[src/rtl/uart_rx_pkg.sv]
package uart_rx_pkg;

  typedef enum logic [2:0] {
    RX_IDLE   = 3'd0,
    RX_START  = 3'd1,
    RX_DATA   = 3'd2,
    RX_PARITY = 3'd3,
    RX_STOP   = 3'd4
  } rx_state_t;

  localparam logic [1:0] FMT_8N = 2'b00;
  localparam logic [1:0] FMT_8E = 2'b01;
  localparam logic [1:0] FMT_8O = 2'b10;
  localparam logic [1:0] FMT_9N = 2'b11;

  typedef struct packed {
    logic       perr;
    logic       ferr;
    logic [8:0] data;
  } rx_word_t;

  function automatic logic maj3(input logic a, input logic b, input logic c);
    return (a & b) | (a & c) | (b & c);
  endfunction

  // 1 when the parity bit does not give the requested total
  function automatic logic parity_bad(input logic [7:0] d, input logic p, input logic odd);
    return (^d) ^ p ^ odd;
  endfunction

  function automatic logic irq_hit(input logic [1:0] mode, input int unsigned fill,
                                   input int unsigned depth);
    case (mode)
      2'b10:   return fill >= (3 * depth) / 4;
      2'b11:   return fill == depth;
      default: return 1'b1;
    endcase
  endfunction

endpackage

[src/rtl/uart_rx_sampler.sv]
module uart_rx_sampler (
  input  logic clk,
  input  logic rst_n,
  input  logic tick,
  input  logic rx_in,
  output logic line,
  output logic vote
);
  import uart_rx_pkg::*;

  logic       sync1;
  logic       sync2;
  logic [1:0] hist;

  always_ff @(posedge clk or negedge rst_n) begin
    if (!rst_n) begin
      sync1 <= 1'b1;
      sync2 <= 1'b1;
      hist  <= 2'b11;
    end else begin
      sync1 <= rx_in;
      sync2 <= sync1;
      if (tick) hist <= {hist[0], sync2};
    end
  end

  assign line = sync2;
  assign vote = maj3(hist[1], hist[0], sync2);

endmodule

[src/rtl/uart_rx_framer.sv]
module uart_rx_framer #(
  parameter int OVS = 16
) (
  input  logic       clk,
  input  logic       rst_n,
  input  logic       enable,
  input  logic       tick,
  input  logic       line,
  input  logic       vote,
  input  logic [1:0] cfg_mode,
  output logic       word_done,
  output logic [8:0] word_data,
  output logic       word_ferr,
  output logic       word_perr,
  output logic       idle
);
  import uart_rx_pkg::*;

  localparam int PHW = $clog2(OVS);
  localparam int MID = OVS / 2 + 1;

  rx_state_t      st;
  logic [PHW-1:0] ph;
  logic [3:0]     bcnt;
  logic [8:0]     shreg;
  logic           pbit;
  logic           ferr_q;
  logic           nine;
  logic           par_en;
  logic           par_odd;
  logic [3:0]     last_bit;

  assign nine     = (cfg_mode == FMT_9N);
  assign par_en   = (cfg_mode == FMT_8E) || (cfg_mode == FMT_8O);
  assign par_odd  = (cfg_mode == FMT_8O);
  assign last_bit = nine ? 4'd8 : 4'd7;

  always_ff @(posedge clk or negedge rst_n) begin
    if (!rst_n) begin
      st        <= RX_IDLE;
      ph        <= '0;
      bcnt      <= '0;
      shreg     <= '0;
      pbit      <= 1'b0;
      ferr_q    <= 1'b0;
      word_done <= 1'b0;
    end else if (!enable) begin
      st        <= RX_IDLE;
      ph        <= '0;
      word_done <= 1'b0;
    end else begin
      word_done <= 1'b0;
      if (tick) begin
        if (st == RX_IDLE) begin
          if (!line) begin
            st <= RX_START;
            ph <= PHW'(1);
          end
        end else begin
          ph <= (ph == PHW'(OVS - 1)) ? '0 : ph + 1'b1;
          if (ph == PHW'(MID)) begin
            case (st)
              RX_START: begin
                if (!vote) begin
                  st   <= RX_DATA;
                  bcnt <= '0;
                end else begin
                  st <= RX_IDLE;
                end
              end
              RX_DATA: begin
                shreg <= {vote, shreg[8:1]};
                if (bcnt == last_bit) st <= par_en ? RX_PARITY : RX_STOP;
                else bcnt <= bcnt + 1'b1;
              end
              RX_PARITY: begin
                pbit <= vote;
                st   <= RX_STOP;
              end
              RX_STOP: begin
                ferr_q    <= !vote;
                word_done <= 1'b1;
                st        <= RX_IDLE;
              end
              default: st <= RX_IDLE;
            endcase
          end
        end
      end
    end
  end

  assign word_data = nine ? shreg : {1'b0, shreg[8:1]};
  assign word_ferr = ferr_q;
  assign word_perr = par_en ? parity_bad(word_data[7:0], pbit, par_odd) : 1'b0;
  assign idle      = (st == RX_IDLE);

endmodule

[src/rtl/uart_rx_fifo.sv]
module uart_rx_fifo #(
  parameter int DEPTH = 4,
  parameter int W     = 11
) (
  input  logic                       clk,
  input  logic                       rst_n,
  input  logic                       flush,
  input  logic                       push,
  input  logic [W-1:0]               wdata,
  input  logic                       pop,
  output logic [W-1:0]               rdata,
  output logic [$clog2(DEPTH+1)-1:0] count,
  output logic                       full,
  output logic                       empty
);
  localparam int PW = (DEPTH > 1) ? $clog2(DEPTH) : 1;
  localparam int CW = $clog2(DEPTH + 1);

  logic [W-1:0]  mem [DEPTH];
  logic [PW-1:0] wptr;
  logic [PW-1:0] rptr;
  logic          do_push;
  logic          do_pop;

  assign full    = (count == CW'(DEPTH));
  assign empty   = (count == '0);
  assign do_push = push && !full;
  assign do_pop  = pop && !empty;

  function automatic logic [PW-1:0] bump(input logic [PW-1:0] p);
    return (p == PW'(DEPTH - 1)) ? '0 : p + 1'b1;
  endfunction

  always_ff @(posedge clk or negedge rst_n) begin
    if (!rst_n) begin
      wptr  <= '0;
      rptr  <= '0;
      count <= '0;
    end else if (flush) begin
      wptr  <= '0;
      rptr  <= '0;
      count <= '0;
    end else begin
      if (do_push) wptr <= bump(wptr);
      if (do_pop)  rptr <= bump(rptr);
      if (do_push && !do_pop)      count <= count + 1'b1;
      else if (do_pop && !do_push) count <= count - 1'b1;
    end
  end

  for (genvar g = 0; g < DEPTH; g++) begin : g_slot
    always_ff @(posedge clk or negedge rst_n) begin
      if (!rst_n) mem[g] <= '0;
      else if (do_push && !flush && wptr == PW'(g)) mem[g] <= wdata;
    end
  end

  assign rdata = mem[rptr];

endmodule

[src/rtl/uart_rx_buffered.sv]
module uart_rx_buffered #(
  parameter int DEPTH = 4,
  parameter int OVS   = 16
) (
  input  logic       clk,
  input  logic       rst_n,
  input  logic       enable,
  input  logic       tick16,
  input  logic       rx_in,
  input  logic [1:0] cfg_mode,
  input  logic       addr_det_en,
  input  logic [1:0] irq_mode,
  input  logic       rd_en,
  input  logic       ovr_clr,
  output logic [8:0] rd_data,
  output logic       rd_ferr,
  output logic       rd_perr,
  output logic       data_avail,
  output logic       ovr_flag,
  output logic       rx_idle,
  output logic       irq_pulse
);
  import uart_rx_pkg::*;

  localparam int CW = $clog2(DEPTH + 1);
  localparam int WW = $bits(rx_word_t);

  logic          line_s;
  logic          vote_s;
  logic          evt_word_done;
  logic [8:0]    f_data;
  logic          f_ferr;
  logic          f_perr;
  logic          word_bit8;
  logic          addr_pass;
  logic          push_req;
  logic          evt_push;
  logic          evt_pop;
  logic          evt_ovr_set;
  logic          flush;
  logic          fifo_full;
  logic          fifo_empty;
  logic [CW-1:0] fifo_count;
  logic [CW:0]   fill_after;
  rx_word_t      in_word;
  rx_word_t      head_word;
  logic [WW-1:0] head_bits;

  uart_rx_sampler u_sampler (
    .clk   (clk),
    .rst_n (rst_n),
    .tick  (tick16),
    .rx_in (rx_in),
    .line  (line_s),
    .vote  (vote_s)
  );

  uart_rx_framer #(.OVS(OVS)) u_framer (
    .clk       (clk),
    .rst_n     (rst_n),
    .enable    (enable),
    .tick      (tick16),
    .line      (line_s),
    .vote      (vote_s),
    .cfg_mode  (cfg_mode),
    .word_done (evt_word_done),
    .word_data (f_data),
    .word_ferr (f_ferr),
    .word_perr (f_perr),
    .idle      (rx_idle)
  );

  assign word_bit8   = f_data[8];
  assign addr_pass   = !(addr_det_en && cfg_mode == FMT_9N) || word_bit8;
  assign push_req    = evt_word_done && addr_pass && !ovr_flag;
  assign evt_push    = push_req && !fifo_full;
  assign evt_ovr_set = push_req && fifo_full;
  assign evt_pop     = rd_en && !fifo_empty;
  assign flush       = !enable || (ovr_clr && ovr_flag);

  assign in_word = '{perr: f_perr, ferr: f_ferr, data: f_data};

  uart_rx_fifo #(.DEPTH(DEPTH), .W(WW)) u_fifo (
    .clk   (clk),
    .rst_n (rst_n),
    .flush (flush),
    .push  (evt_push),
    .wdata (in_word),
    .pop   (evt_pop),
    .rdata (head_bits),
    .count (fifo_count),
    .full  (fifo_full),
    .empty (fifo_empty)
  );

  assign head_word  = rx_word_t'(head_bits);
  assign rd_data    = head_word.data;
  assign rd_ferr    = head_word.ferr;
  assign rd_perr    = head_word.perr;
  assign data_avail = !fifo_empty;
  assign fill_after = {1'b0, fifo_count} + (CW+1)'(1) - (CW+1)'(evt_pop);

  always_ff @(posedge clk or negedge rst_n) begin
    if (!rst_n) begin
      ovr_flag  <= 1'b0;
      irq_pulse <= 1'b0;
    end else if (!enable) begin
      ovr_flag  <= 1'b0;
      irq_pulse <= 1'b0;
    end else begin
      if (ovr_clr)          ovr_flag <= 1'b0;
      else if (evt_ovr_set) ovr_flag <= 1'b1;
      irq_pulse <= evt_push && irq_hit(irq_mode, 32'(fill_after), 32'(DEPTH));
    end
  end

endmodule

[config.mk]
export PLATFORM = sky130hd
export DESIGN_NAME = uart_rx_buffered
export DESIGN_NICKNAME = d
export VERILOG_FILES = /design/src/rtl/uart_rx_pkg.sv /design/src/rtl/uart_rx_sampler.sv /design/src/rtl/uart_rx_framer.sv /design/src/rtl/uart_rx_fifo.sv /design/src/rtl/uart_rx_buffered.sv
export SDC_FILE = /design/constraint.sdc
export NUM_CORES = 1
export LEC_CHECK = 0
export BUFFER_PORTS_ARGS = -buffer_cell sky130_fd_sc_hd__buf_4
export CAP_MARGIN = 20
export CORE_MARGIN = 2
export CORE_UTILIZATION = 60
export DETAILED_ROUTE_END_ITERATION = 10
export HOLD_SLACK_MARGIN = 0.06
export PLACE_DENSITY = 0.86
export SLEW_MARGIN = 20
export SYNTH_ARGS = -nofsm -noshare
export SYNTH_HDL_FRONTEND = slang
export SYNTH_SLANG_ARGS = --single-unit
export TNS_END_PERCENT = 100
[constraint.sdc]
create_clock -name clk -period 3.2 [get_ports clk]
set_input_delay 0.48 -clock clk [delete_from_list [all_inputs] [get_ports clk]]
set_output_delay 0.48 -clock clk [all_outputs]
set_load 0.01 [all_outputs]
==> After elaboration in Yosys (flattened, before gate mapping) <==
Index checks and enable logic that the tools add are counted.
{ "word_totals": {"regBits": 80, "latchBits": 0, "mem_bits_rw": 0, "mem_bits_ro": 0, "inputBits": 12, "output_inout_bits": 15, "elab_cells": 149, "memories": 0} }
{ "op_classes": {"add_sub_neg": 8, "n_mul": 0, "n_div": 0, "order_cmp": 2, "n_eq_ne": 25, "shifts": 0, "mux": 43, "n_bitwise": 9, "n_reduce_logical": 43} }
{ "ops": {"columns": ["operator", "n"], "rows": [
  ["$mux 4", 8],
  ["$mux 3", 10],
  ["$bmux 11 s2", 1],
  ["$mux 11", 2],
  ["$logic_and 1x1->1", 17],
  ["$reduce_and 5->1", 3],
  ["$eq 2x2->1 const B", 7],
  ["$mux 2", 7],
  ["$mux 1", 11],
  ["$logic_not 1->1", 9],
  ["$mux 9", 1],
  ["$pmux 3 s3", 1],
  ["$add 4x1->4 const B", 2],
  ["$eq 4x4->1 const B", 2],
  ["$pmux 4 s2", 1],
  ["$reduce_xor 8->1", 1],
  ["$reduce_and 7->1", 1],
  ["$eq 3x2->1 const B", 2],
  ["$eq 3x3->1 const B", 2],
  ["$logic_not 3->1", 2],
  ["$ne 3x1->1 const B", 2],
  ["$reduce_bool 2->1", 3],
  ["$add 2x1->2 const B", 2],
  ["$add 3x1->4 const B", 1],
  ["24 further kinds", 32]
]} }

==> Longest topological paths before layout <==
{ "depth": {"depth_word": 13, "depth_mapped": 10, "mapped_depth_nobuf": 10} }

==> By module <==
A second synthesis with hierarchy kept.
{ "hier_totals": {"hier_cells": 330, "hier_area_um2": 4520.6} }
{ "modules_own_cells": {"columns": ["mod", "n_inst", "cells_each", "area_per_inst_um2", "seq_area_each_um2"], "rows": [
  ["uart_rx_fifo", 1, 167, 2707.6, 1276.2],
  ["uart_rx_framer", 1, 134, 1490.2, 575.6],
  ["uart_rx_buffered", 1, 22, 183.9, 50.0],
  ["uart_rx_sampler", 1, 7, 138.9, 105.1]
]} }

==> Worst setup path after synthesis <==
No wires, ideal clock.
{ "synth_path": {"path_kind": "input to register", "startpoint": "input port cfg_mode[0]", "endpoint": "register u_fifo.count[2]", "setup_time_ns": 0.090, "arrival_time_ns": 2.386, "t_required_ns": 3.110, "setup_slack_ns": 0.724, "cell_stages": 9, "path_buffers": 1, "cell_sequence": "ha_1 and3b_1 a2111oi_4 buf_6 nand2_1 fa_1 nor3_1 a21oi_1 o221ai_1"} }
{ "synth_via": {"elab_chain_len": 11, "word_cells_on_any_way": 15, "classes_between": "eq/ne (1); mux (3); reduce/logical (11)"} }
{ "synth_lines": {"columns": ["element", "line", "rtl"], "rows": [
  ["start, declared", "uart_rx_buffered.sv:10", "input logic [1:0] cfg_mode,"],
  ["$eq 2x2->1 (*)", "uart_rx_framer.sv:33, uart_rx_buffered.sv:74", null],
  ["$logic_and 1x1->1", "uart_rx_buffered.sv:74", "assign addr_pass = !(addr_det_en && cfg_mode == FMT_9N) || word_bit8;"],
  ["$logic_not 1->1", "uart_rx_buffered.sv:74", null],
  ["$logic_or 1x1->1 (*)", "uart_rx_buffered.sv:74", null],
  ["$logic_and 1x1->1 (*) (2 in series)", "uart_rx_buffered.sv:75", "assign push_req = evt_word_done && addr_pass && !ovr_flag;"],
  ["$logic_and 1x1->1 (*)", "uart_rx_buffered.sv:76", "assign evt_push = push_req && !fifo_full;"],
  ["$logic_and 1x1->1 (*)", "uart_rx_fifo.sv:27", "assign do_push = push && !full;"],
  ["$logic_and 1x1->1 or $logic_not 1->1 (tied branches)", "uart_rx_fifo.sv:46, uart_rx_fifo.sv:47", null],
  ["$mux 3 or $logic_and 1x1->1 (tied branches)", "uart_rx_fifo.sv:46, uart_rx_fifo.sv:47", null],
  ["$mux 3 or $reduce_bool 3->1 (tied branches)", null, null],
  ["end signal, assigned", "uart_rx_fifo.sv:46", "if (do_push && !do_pop) count <= count + 1'b1;"],
  ["end signal, assigned", "uart_rx_fifo.sv:47", "else if (do_pop && !do_push) count <= count - 1'b1;"],
  ["end, declared", "uart_rx_fifo.sv:12", "output logic [$clog2(DEPTH+1)-1:0] count,"]
]} }
Mark *: on every way between the ends. The rest lies on a longest branch, timed or not.
A chain may end at the register's enable or synchronous reset.

==> Worst setup path after layout <==
{ "layout_path": {"startpoint": "register u_fifo.rptr[0]", "endpoint": "output port rd_data[4]"} }
{ "layout_via": {"elab_chain_len": 4} }
{ "layout_lines": {"columns": ["element", "line", "rtl"], "rows": [
  ["start, declared", "uart_rx_fifo.sv:21", "logic [PW-1:0] rptr;"],
  ["start signal, assigned", "uart_rx_fifo.sv:45", "if (do_pop) rptr <= bump(rptr);"],
  ["$not 2->3 (not written as such)", "uart_rx_fifo.sv:58", "assign rdata = mem[rptr];"],
  ["$bmux 11 s2", "uart_rx_fifo.sv:58", null],
  ["$mux 11 (not written as such) (2 in series)", "uart_rx_fifo.sv:58", null],
  ["end, declared", "uart_rx_buffered.sv:15", "output logic [8:0] rd_data,"]
]} }
Every way passes these cells. The select of a mux whose other input is x is not followed.

==> results.tsv <==
metric	value	unit
Clock Tree Root	clkbuf_8	
sequential-to-total area share from yosys stat	0.482	
Vias/cell	6.14	
antenna cells	0	
reg2reg end	u_fifo.count[2]	
Critical Path Start Type	register	
r2r startpoint	u_fifo.count[1]	
async set-or-reset flop fraction in the synthesized netlist	1.00	
H-tree depth	3	
post-route cell area	0.00457	mm^2
Layout area overhead	9.95	%
die area	0.00762	mm^2
Slew Limit Fails	0	
Yosys reg bits	80	
cts repair resizes	0	
vias in the first global route	2770	
Peak supply drop	0.392	mV
final total power	2.23	mW
Worst setup endpoint	rd_data[4]	
# IOs	27	
Final Cycle Share	0.768	
floorplan row count	30	
Reg power frac	0.510	
gp weighted congestion	0.827	
DP HPWL	5220	um
Non-Filler Instances	444	
min-delay worst type	input pin to async pin	
Antenna Nets Post-Route	0	
WHS	0.146	ns
Max stage delay on crit path	0.87	ns
Core ar.	0.00676	mm^2
Leak	2.21	nW
DR vias	2725	
final core occ	0.677	
clk buf depth	2	
sw frac	0.284	
placed insts	428	
Max Cap Viol	0	
Post-CTS Setup Repair Bufs	0	
Die Height	87.3	um
P_sw	0.633	mW
Min Clock Period, post-route	2.46	ns
Critical path origin	u_fifo.rptr[0]	
FF-to-FF path depth	7	
Clock Power Share	0.324	
Setup Viol. Count Final	0	
measured slew at the worst slew-check pin	0.800	ns
dpl ws	0.715	ns
Worst EP required	2.72	ns
count of final hold-check violations	0	
CTS tree	done	
pwr dens	487	mW/mm^2
port bufs	26	
Critical Path, Cell by Cell	mux4_2, buf_4	
TritonCTS Sinks	80	
Final #Nets	385	
floorplan die width	87.3	um
Crit Path Max Fanout	14	
DR WL/cell	17.6	um
Max-slew headroom	0.467	
Initial Util	0.616	
GRT Util Overall	0.232	
fraction of layout cells with a size suffix above 1	0.324	
Int Power	1.60	mW
Final Skew	0.00712	ns
CP Data Arrival Time	1.98	ns
routed wire length	7810	um
post-route setup TNS	0	ns
Congestion Overflow GR	0	
initial antenna violation count	0	
DRC Markers	0	
Clock Latency Late Sink	0.35	ns
leading cell type in the layout, fill and taps excluded	dfrtp_1	
cell area after placement	0.00438	mm^2
reg-to-reg slack, setup	0.93	ns
Post-Synthesis Cells	334	
Clock transition at path regs	0.08	ns
cts hold-fix bufs	0	
slowest CP cell	dfrtp_1	
Mapped Area	0.00416	mm^2
drt first pass iters	6	
Synth warnings	0	
Comb pwr share	0.166	
TritonCTS Buffers	9	
unrepaired setup endpoints after global routing	false	
Post-synth EDFFs	0	
fmax	0.407	GHz
outcome	finished clean	
Post-synth top flop	dfrtp_1	
Setup Crit Path Kind	register to output port	
setup ws final	0.741	ns
largest net degree at the start of global routing	81	
DR iter-0 viols	146	
Yosys cell types	48	
syn nets	360	
first-pass GRT wire length	13600	um
commonest non-fill, non-tap cells in the layout	76 x dfrtp_1, 40 x mux2_2, 30 x nand2_1	
Synth Area per Inst	12.5	um^2
element type at the critical path end	output port	
[cells in the mapped netlist, types with 2 or more instances]
cell type | number | area [um^2]
nor2_1 | 15 | 56.3
buf_6 | 4 | 45.0
inv_1 | 10 | 37.5
o21ai_0 | 20 | 100
nor3_1 | 3 | 15.0
dfstp_2 | 4 | 105
nand3_4 | 3 | 52.6
or3_1 | 3 | 18.8
nor2b_1 | 2 | 12.5
buf_2 | 3 | 15.0
nor4b_1 | 3 | 26.3
nand3_1 | 8 | 40.0
nand2_1 | 30 | 113
clkbuf_1 | 5 | 18.8
dfrtp_1 | 76 | 1900
and3_1 | 4 | 25.0
ha_1 | 13 | 163
mux2_2 | 40 | 450
a32o_1 | 2 | 20.0
nand4_1 | 3 | 18.8
a21oi_1 | 11 | 55.1
mux4_2 | 11 | 248
and3b_1 | 2 | 17.5
mux2i_1 | 5 | 50.1
mux2_4 | 12 | 180
o31ai_1 | 7 | 52.6
a22oi_1 | 2 | 15.0
xnor2_1 | 6 | 52.6
or3b_2 | 2 | 17.5
o21bai_1 | 2 | 15.0
nor3b_1 | 2 | 15.0
xor2_1 | 5 | 43.8
[cell type report]
type | instances | area, um^2
timing repair buffer | 28 | 214
clock inverter | 4 | 45.0
fill | 483 | 2180
sequential | 80 | 2010
clock buffer | 12 | 145
multi-input combinational | 230 | 2030
inverter | 10 | 37.5
tap | 80 | 100
[power groups by stage]
stage	registers [mW]	clock network (mW)	logic, mW
6_report	1.14	0.723	0.369
5_1_grt	1.15	0.797	0.418
4_1_cts	1.14	0.742	0.371
3_5_place_dp	1.16	0	0.368
3_3_place_gp	1.15	0	0.356
2_1_floorplan	1.10	0	0.309
[cells by family (layout without fill, tap and decap cells)]
group | Yosys count | in the layout | synth area share
compound gates | 52 | 52 | 0.0830
mux | 68 | 68 | 0.223
simple gates | 84 | 84 | 0.111
buf+inv | 24 | 54 | 0.0307
xor+xnor | 11 | 11 | 0.0232
fa+ha+maj | 15 | 15 | 0.0463
flops | 80 | 80 | 0.482
[how the worst min path moves through the flow]
stage,start,to,slack [ns],cells past startpoint
finish,rst_n,u_fifo.mem[35],0.15,1
global route,rst_n,u_fifo.mem[7],0.20,1
CTS,rx_in,u_sampler.sync1,0.22,1
detailed placement,u_sampler.sync1,u_sampler.line,0.35,0
global placement,u_sampler.sync1,u_sampler.line,0.35,0
floorplan,rst_n,irq_pulse,0.18,0
[worst max-delay path: cells and delay by family (launching register included)]
kind,cells,cell delay [ns]
buffers and inverters,1,0.16
DFF,1,0.87
muxes,1,0.60
[layer usage]
layer / global-route usage / vias up / share of wire
li1: - / 1270 / -
met1: 0.301 / 1381 / 0.44
met2: 0.381 / 66 / 0.51
met3: 0.0806 / 8 / 0.052
met4: 0.0503 / 0 / 0.0068
met5: 0 / - / 0
[sequential cells by signal, summed over array words and instances (netlist names), 2 cells and up]
signal,count
u_fifo.mem,44
u_framer.shreg,9
u_framer.bcnt,4
u_framer.ph,4
u_fifo.count,3
u_framer.st,3
u_fifo.rptr,2
u_fifo.wptr,2
u_sampler.hist,2
No activity file was read; power rests on OpenSTA's default activity.
